**config.mk**
```make
export PLATFORM = sky130hd
export DESIGN_NAME = alu8_dc
export DESIGN_NICKNAME = d
export VERILOG_FILES = /design/src/rtl/alu8_pkg.sv /design/src/rtl/alu8_addsub.sv /design/src/rtl/alu8_logic.sv /design/src/rtl/alu8_mul.sv /design/src/rtl/alu8_dc.sv
export SDC_FILE = /design/constraint.sdc
export NUM_CORES = 1
export LEC_CHECK = 0
export BUFFER_PORTS_ARGS = -buffer_cell sky130_fd_sc_hd__buf_2
export CORE_ASPECT_RATIO = 1.25
export CORE_MARGIN = 2
export CORE_UTILIZATION = 59
export DETAILED_ROUTE_END_ITERATION = 6
export HOLD_SLACK_MARGIN = 0.1
export PLACE_DENSITY = 0.85
export SYNTH_ARGS = -nofsm -noshare
export SYNTH_HDL_FRONTEND = slang
export SYNTH_SLANG_ARGS = --single-unit
```
**constraint.sdc**
```tcl
create_clock -name clk -period 7.02 [get_ports clk]
set_input_delay 1.404 -clock clk [delete_from_list [all_inputs] [get_ports clk]]
set_output_delay 1.404 -clock clk [all_outputs]
set_load 0.01 [all_outputs]
```
**src/rtl/alu8_pkg.sv**
```systemverilog
package alu8_pkg;
  typedef enum logic [3:0] {
    OP_ADD  = 4'd0,  OP_ADDC = 4'd1,  OP_SUB  = 4'd2,  OP_SUBC = 4'd3,
    OP_CMP  = 4'd4,  OP_AND  = 4'd5,  OP_OR   = 4'd6,  OP_XOR  = 4'd7,
    OP_NOT  = 4'd8,  OP_INC  = 4'd9,  OP_DEC  = 4'd10, OP_RL   = 4'd11,
    OP_RR   = 4'd12, OP_SWAP = 4'd13, OP_MULU = 4'd14, OP_MULS = 4'd15
  } alu_op_e;

  localparam int FL_C  = 0;
  localparam int FL_DC = 1;
  localparam int FL_Z  = 2;
  localparam int FL_N  = 3;
endpackage

```
**src/rtl/alu8_addsub.sv**
```systemverilog
module alu8_addsub #(
  parameter int DW = 8
) (
  input  logic [DW-1:0] x,
  input  logic [DW-1:0] y,
  input  logic          cin,
  output logic [DW-1:0] sum,
  output logic          cout,
  output logic          hcout
);
  localparam int HW = DW / 2;
  localparam int UW = DW - HW;

  logic [HW:0] lo;
  logic [UW:0] hi;

  always_comb begin
    lo = {1'b0, x[HW-1:0]} + {1'b0, y[HW-1:0]} + {{HW{1'b0}}, cin};
    hi = {1'b0, x[DW-1:HW]} + {1'b0, y[DW-1:HW]} + {{UW{1'b0}}, lo[HW]};
    sum   = {hi[UW-1:0], lo[HW-1:0]};
    cout  = hi[UW];
    hcout = lo[HW];
  end
endmodule

```
**src/rtl/alu8_logic.sv**
```systemverilog
module alu8_logic
  import alu8_pkg::*;
#(
  parameter int DW = 8
) (
  input  alu_op_e       op,
  input  logic [DW-1:0] a,
  input  logic [DW-1:0] w,
  input  logic          cin,
  output logic [DW-1:0] res,
  output logic          cout
);
  localparam int HW = DW / 2;

  logic [DW-1:0] swapped;

  // nibble exchange, one bit at a time
  for (genvar i = 0; i < DW; i++) begin : g_swap
    if (i < HW) begin : g_lo
      assign swapped[i] = a[i + DW - HW];
    end else begin : g_hi
      assign swapped[i] = a[i - HW];
    end
  end

  always_comb begin
    res  = '0;
    cout = cin;
    unique case (op)
      OP_AND:  res = a & w;
      OP_OR:   res = a | w;
      OP_XOR:  res = a ^ w;
      OP_NOT:  res = ~a;
      OP_INC:  res = a + {{(DW-1){1'b0}}, 1'b1};
      OP_DEC:  res = a - {{(DW-1){1'b0}}, 1'b1};
      OP_RL: begin
        res  = {a[DW-2:0], cin};
        cout = a[DW-1];
      end
      OP_RR: begin
        res  = {cin, a[DW-1:1]};
        cout = a[0];
      end
      OP_SWAP: res = swapped;
      default: res = '0;
    endcase
  end
endmodule

```
**src/rtl/alu8_mul.sv**
```systemverilog
module alu8_mul #(
  parameter int DW = 8
) (
  input  logic [DW-1:0]   a,
  input  logic [DW-1:0]   w,
  input  logic            sgn,
  output logic [2*DW-1:0] prod
);
  localparam int EW = DW + 1;

  logic signed [EW-1:0]   ax;
  logic signed [EW-1:0]   wx;
  logic signed [2*EW-1:0] full;

  always_comb begin
    ax   = {sgn & a[DW-1], a};
    wx   = {sgn & w[DW-1], w};
    full = ax * wx;
    prod = full[2*DW-1:0];
  end
endmodule

```
**src/rtl/alu8_dc.sv**
```systemverilog
module alu8_dc
  import alu8_pkg::*;
#(
  parameter int DW = 8
) (
  input  logic          clk,
  input  logic          rst,
  input  logic          op_valid,
  input  logic [3:0]    op,
  input  logic [DW-1:0] w_in,
  input  logic [DW-1:0] a_in,
  input  logic          c_in,
  input  logic          dc_in,
  input  logic          z_in,
  output logic [DW-1:0] res_q,
  output logic [DW-1:0] hi_q,
  output logic          c_q,
  output logic          dc_q,
  output logic          z_q,
  output logic [2:0]    fwe_q,
  output logic          res_we_q,
  output logic          hi_we_q,
  output logic          valid_q
);
  alu_op_e       opc;
  logic          is_sub;
  logic [DW-1:0] ax, ay;
  logic          acin;
  logic [DW-1:0] asum;
  logic          acout, ahc;
  logic [DW-1:0] lres;
  logic          lcout;
  logic [2*DW-1:0] prod;

  logic [DW-1:0]   res_d, hi_d;
  logic [FL_N-1:0] fl_new, fwe_d, fl_d;
  logic            res_we_d, hi_we_d;

  assign opc = alu_op_e'(op);

  // shared adder: subtraction is a + ~w + carry-in
  always_comb begin
    is_sub = (opc == OP_SUB) || (opc == OP_SUBC) || (opc == OP_CMP);
    ax     = a_in;
    ay     = is_sub ? ~w_in : w_in;
    unique case (opc)
      OP_ADDC, OP_SUBC: acin = c_in;
      OP_SUB, OP_CMP:   acin = 1'b1;
      default:          acin = 1'b0;
    endcase
  end

  alu8_addsub #(.DW(DW)) u_addsub (
    .x(ax), .y(ay), .cin(acin), .sum(asum), .cout(acout), .hcout(ahc)
  );

  alu8_logic #(.DW(DW)) u_logic (
    .op(opc), .a(a_in), .w(w_in), .cin(c_in), .res(lres), .cout(lcout)
  );

  alu8_mul #(.DW(DW)) u_mul (
    .a(a_in), .w(w_in), .sgn(opc == OP_MULS), .prod(prod)
  );

  always_comb begin
    res_d    = lres;
    hi_d     = '0;
    fwe_d    = '0;
    fl_new   = '0;
    res_we_d = 1'b1;
    hi_we_d  = 1'b0;
    unique case (opc)
      OP_ADD, OP_ADDC, OP_SUB, OP_SUBC, OP_CMP: begin
        res_d        = asum;
        fl_new[FL_C] = acout;
        fl_new[FL_DC]= ahc;
        fwe_d        = '1;
        res_we_d     = (opc != OP_CMP);
      end
      OP_AND, OP_OR, OP_XOR, OP_NOT, OP_INC, OP_DEC: begin
        fwe_d[FL_Z] = 1'b1;
      end
      OP_RL, OP_RR: begin
        fl_new[FL_C] = lcout;
        fwe_d[FL_C]  = 1'b1;
      end
      OP_MULU, OP_MULS: begin
        res_d   = prod[DW-1:0];
        hi_d    = prod[2*DW-1:DW];
        hi_we_d = 1'b1;
      end
      default: ;
    endcase
    fl_new[FL_Z] = (res_d == '0);
    fl_d[FL_C]   = fwe_d[FL_C]  ? fl_new[FL_C]  : c_in;
    fl_d[FL_DC]  = fwe_d[FL_DC] ? fl_new[FL_DC] : dc_in;
    fl_d[FL_Z]   = fwe_d[FL_Z]  ? fl_new[FL_Z]  : z_in;
  end

  always_ff @(posedge clk) begin
    if (rst) begin
      res_q    <= '0;
      hi_q     <= '0;
      c_q      <= 1'b0;
      dc_q     <= 1'b0;
      z_q      <= 1'b0;
      fwe_q    <= '0;
      res_we_q <= 1'b0;
      hi_we_q  <= 1'b0;
      valid_q  <= 1'b0;
    end else begin
      valid_q <= op_valid;
      if (op_valid) begin
        res_q    <= res_d;
        hi_q     <= hi_d;
        c_q      <= fl_d[FL_C];
        dc_q     <= fl_d[FL_DC];
        z_q      <= fl_d[FL_Z];
        fwe_q    <= fwe_d;
        res_we_q <= res_we_d;
        hi_we_q  <= hi_we_d;
      end
    end
  end
endmodule

```
==> key figures <==
Run status
  • Status: completed

Flow run
  • MaxCap Viol Count: 0

Timing
  • Fmax: 0.156 GHz
  • Number of hold-slack violations in the final timing report: 0
  • Post-route minimum period: 6.43 ns
  • Slew Limit Fails: 0
  • Post-Route Setup TNS: 0 ns
  • Slew HR: 51.5%
  • Endpoints failing setup: 0
  • RSZ-0062 raised after global routing: no
  • Clk_skew: 0 ns
  • Worst Tran Pin Value: 0.718 ns
  • Final period util: 91.6%

Drt
  • Drt first-iter violations: 378
  • WL per Instance: 18.6 um
  • Routed Antenna Nets: 0
  • # DRC: 0
  • Final WL: 14700 um
  • Number of vias per cell: 6.03
  • Drt pass-1 iters: 6
  • Via count of the routed design: 4767

Logic synthesis
  • Post-Synth Adder-Cell Area: 40.6%
  • Synthesized instance count: 635
  • Post-synthesis xor/xnor area fraction: 6.03%
  • Syn avg cell area: 8.23 um^2
  • Largest family of logic cells by synthesized area: adder cells
  • Synth Net Count: 790
  • Post-synth ARST share: 0%
  • Post-synth EDFFs: 0
  • Compound-Gate Fraction of Synth Area: 15.6%
  • Sequential share of the synthesized area: 9.57%
  • Post-Syn Area: 5230 um^2
  • Synth top area cells: fa_1 (26%), ha_1 (15%), dfxtp_1 (9.6%)
  • Yosys reg bits: 25
  • Post-synth top area cell: fa_1
  • Simple-Gate Fraction of Synth Area: 16.4%
  • Top_reg_cell synth: dfxtp_1
  • YS warnings: 0
  • Mux contribution to synthesized area: 1.27%
  • Yosys cell types: 68
  • Yosys top cell area share: 26.0%

Clock tree
  • H-tree Lvls: 1
  • Root buf cell: clkbuf_8
  • Longest Clk Path Bufs: 2
  • CTS buffer count: 3
  • Count of hold-fix buffers inserted at cts: 0
  • Register clock-pin slew on the reported worst setup and hold paths: 0.08 ns
  • Post-CTS setup buffers: 0
  • Cts repair resizes: 0
  • CTS tree: done
  • CTS sink count: 25
  • Clk Latency, worst-skew pair: 0.27 ns

Layout
  • P&R area growth vs syn: 6.63%
  • Nets: 826
  • End-of-flow core utilization: 64.4%
  • Ant. Diodes: 0
  • Share of cells above drive strength 1: 11.0%

Floorplanning
  • Die span in x: 88.2 um
  • Starting Density: 60.4%
  • Number of I/O pins: 51
  • Die footprint: 9630 um^2
  • Placeable Area: 8650 um^2
  • Die Y: 109 um
  • # rows: 38

GRT
  • Gr usage total: 32.0%
  • Largest net degree at the start of global routing: 34
  • First-pass GRT wire length: 23700 um
  • Vias in the first global route: 4932
  • Remaining Overflow, GRT: 0
  • Antenna violations before repair: 0

Placed design
  • PortBufs: 50
  • HPWL Detailed: 11700 um
  • Final Wtd Congestion: 1.04

Power and ir drop
  • Power Total: 0.984 mW
  • Power Dens Cells: 177 nW/um^2
  • P_int: 0.500 mW
  • Combinational power share: 75.2%
  • Sequential share of power: 16.1%
  • Sw Share: 49.2%
  • Clock share of power: 8.6%
  • Peak VDD IR: 0.137 mV
  • Leak: 2.70 nW
  • P_sw: 0.484 mW

Setup path
  • Crit end category: register
  • Largest fanout on the critical path: 11
  • CP Data Arrival Time: 6.59 ns
  • Crit path kind: in -> reg
  • Startpoint types: input pin
  • Worst Path Required: 7.18 ns

Worst hold path
  • Hold Path Class: reg -> reg
per-layer routing:
layer	GRT usage (%)	wire length, um	up-vias
met5	0	0	-
met4	19.4	1020	0
met3	4.01	1100	83
met2	54.5	7350	249
met1	37.9	5190	2280
li1	-	-	2155
state kept, by name, summed over array words and instances, names as in the netlist:
name	flops
c_q	1
dc_q	1
hi_q	8
fwe_q	3
res_we_q	1
valid_q	1
hi_we_q	1
res_q	8
z_q	1
worst paths after layout:
kind            from  endpoint  slack (ns)  depth (start not counted)
max reg2reg      z_q       z_q        5.82                          5
max          a_in[7]   hi_q[7]        0.59                         18
min reg2reg  hi_q[7]   hi_q[7]        0.45                          2
min          hi_q[7]   hi_q[7]        0.45                          2
logic make-up after synthesis:
family	Yosys count
flops	25
buf+inv	132
fa+ha+maj	129
compound gates	119
mux	6
xor+xnor	36
simple gates	188
final cells by class:
class                           count  area (um^2)
Fill cell                         783         3080
Timing Repair Buffer               56          295
Tap cell                          120          150
Inverter                          107          402
Sequential cell                    25          500
Multi-Input combinational cell    478         4180
Clock buffer                        3         41.3
Clock inverter                      1         5.00
through the flow:
stage	cell area, um^2	cells	hold WS (ns)	setup slack (ns)
after floorplan	5230	635	0.470	0.708
after global placement	5530	786	0.435	0.565
after detailed placement	5530	786	0.445	0.355
after CTS	5570	790	0.456	0.610
after global routing	5570	790	0.483	0.239
final	5570	790	0.453	0.592
power groups by stage:
stage	logic (mW)	clock network [mW]	registers (mW)
floorplan	0.537	0	0.167
detailed placement	0.727	0	0.162
CTS	0.734	0.0858	0.159
global placement	0.695	0	0.161
global route	0.832	0.0939	0.160
finish	0.740	0.0851	0.159
synth_stat cells, drive strengths merged, types with 10 or more instances:
library cell   n
a211oi        11
nand2b        11
nor3          15
nor2          77
inv           99
a21o          11
ha            61
clkbuf        12
o21ai         16
dfxtp         25
buf           13
xnor2         26
fa            68
xor2          10
nand2         55
a21oi         29
layout by cell type (no fill, tap or decap), drive strengths merged, types with 2 or more instances in the layout:
cell,n
mux2i,4
buf,56
clkinv,9
a31oi,5
mux2,2
o221ai,3
a22oi,8
nor4,4
o22ai,8
nor2,77
o32ai,4
dfxtp,25
nor2b,6
o311ai,2
ha,61
fa,68
a21oi,29
nor3,15
o211ai,2
a21o,11
clkbuf,3
a211oi,11
xnor2,26
or2,3
and3,2
nand2b,11
o21ai,16
xor2,10
a311oi,2
inv,99
a22o,2
o21a,5
nand3,6
nand2,55
nand3b,2
critical path: stages:
cell and delay (ns):
buf_2 0.23, inv_1 0.21, nor4_1 0.65, fa_1 0.66, inv_1 0.18, fa_1 0.40, inv_1 0.08, fa_1 0.44
fa_1 0.50, ha_1 0.31, ha_1 0.35, and3_1 0.17, a21oi_1 0.23, a31oi_1 0.20, a21o_1 0.22, a21oi_1 0.16
xnor2_1 0.13, o21ai_1 0.07
No activity file was read; power rests on OpenSTA's default activity.
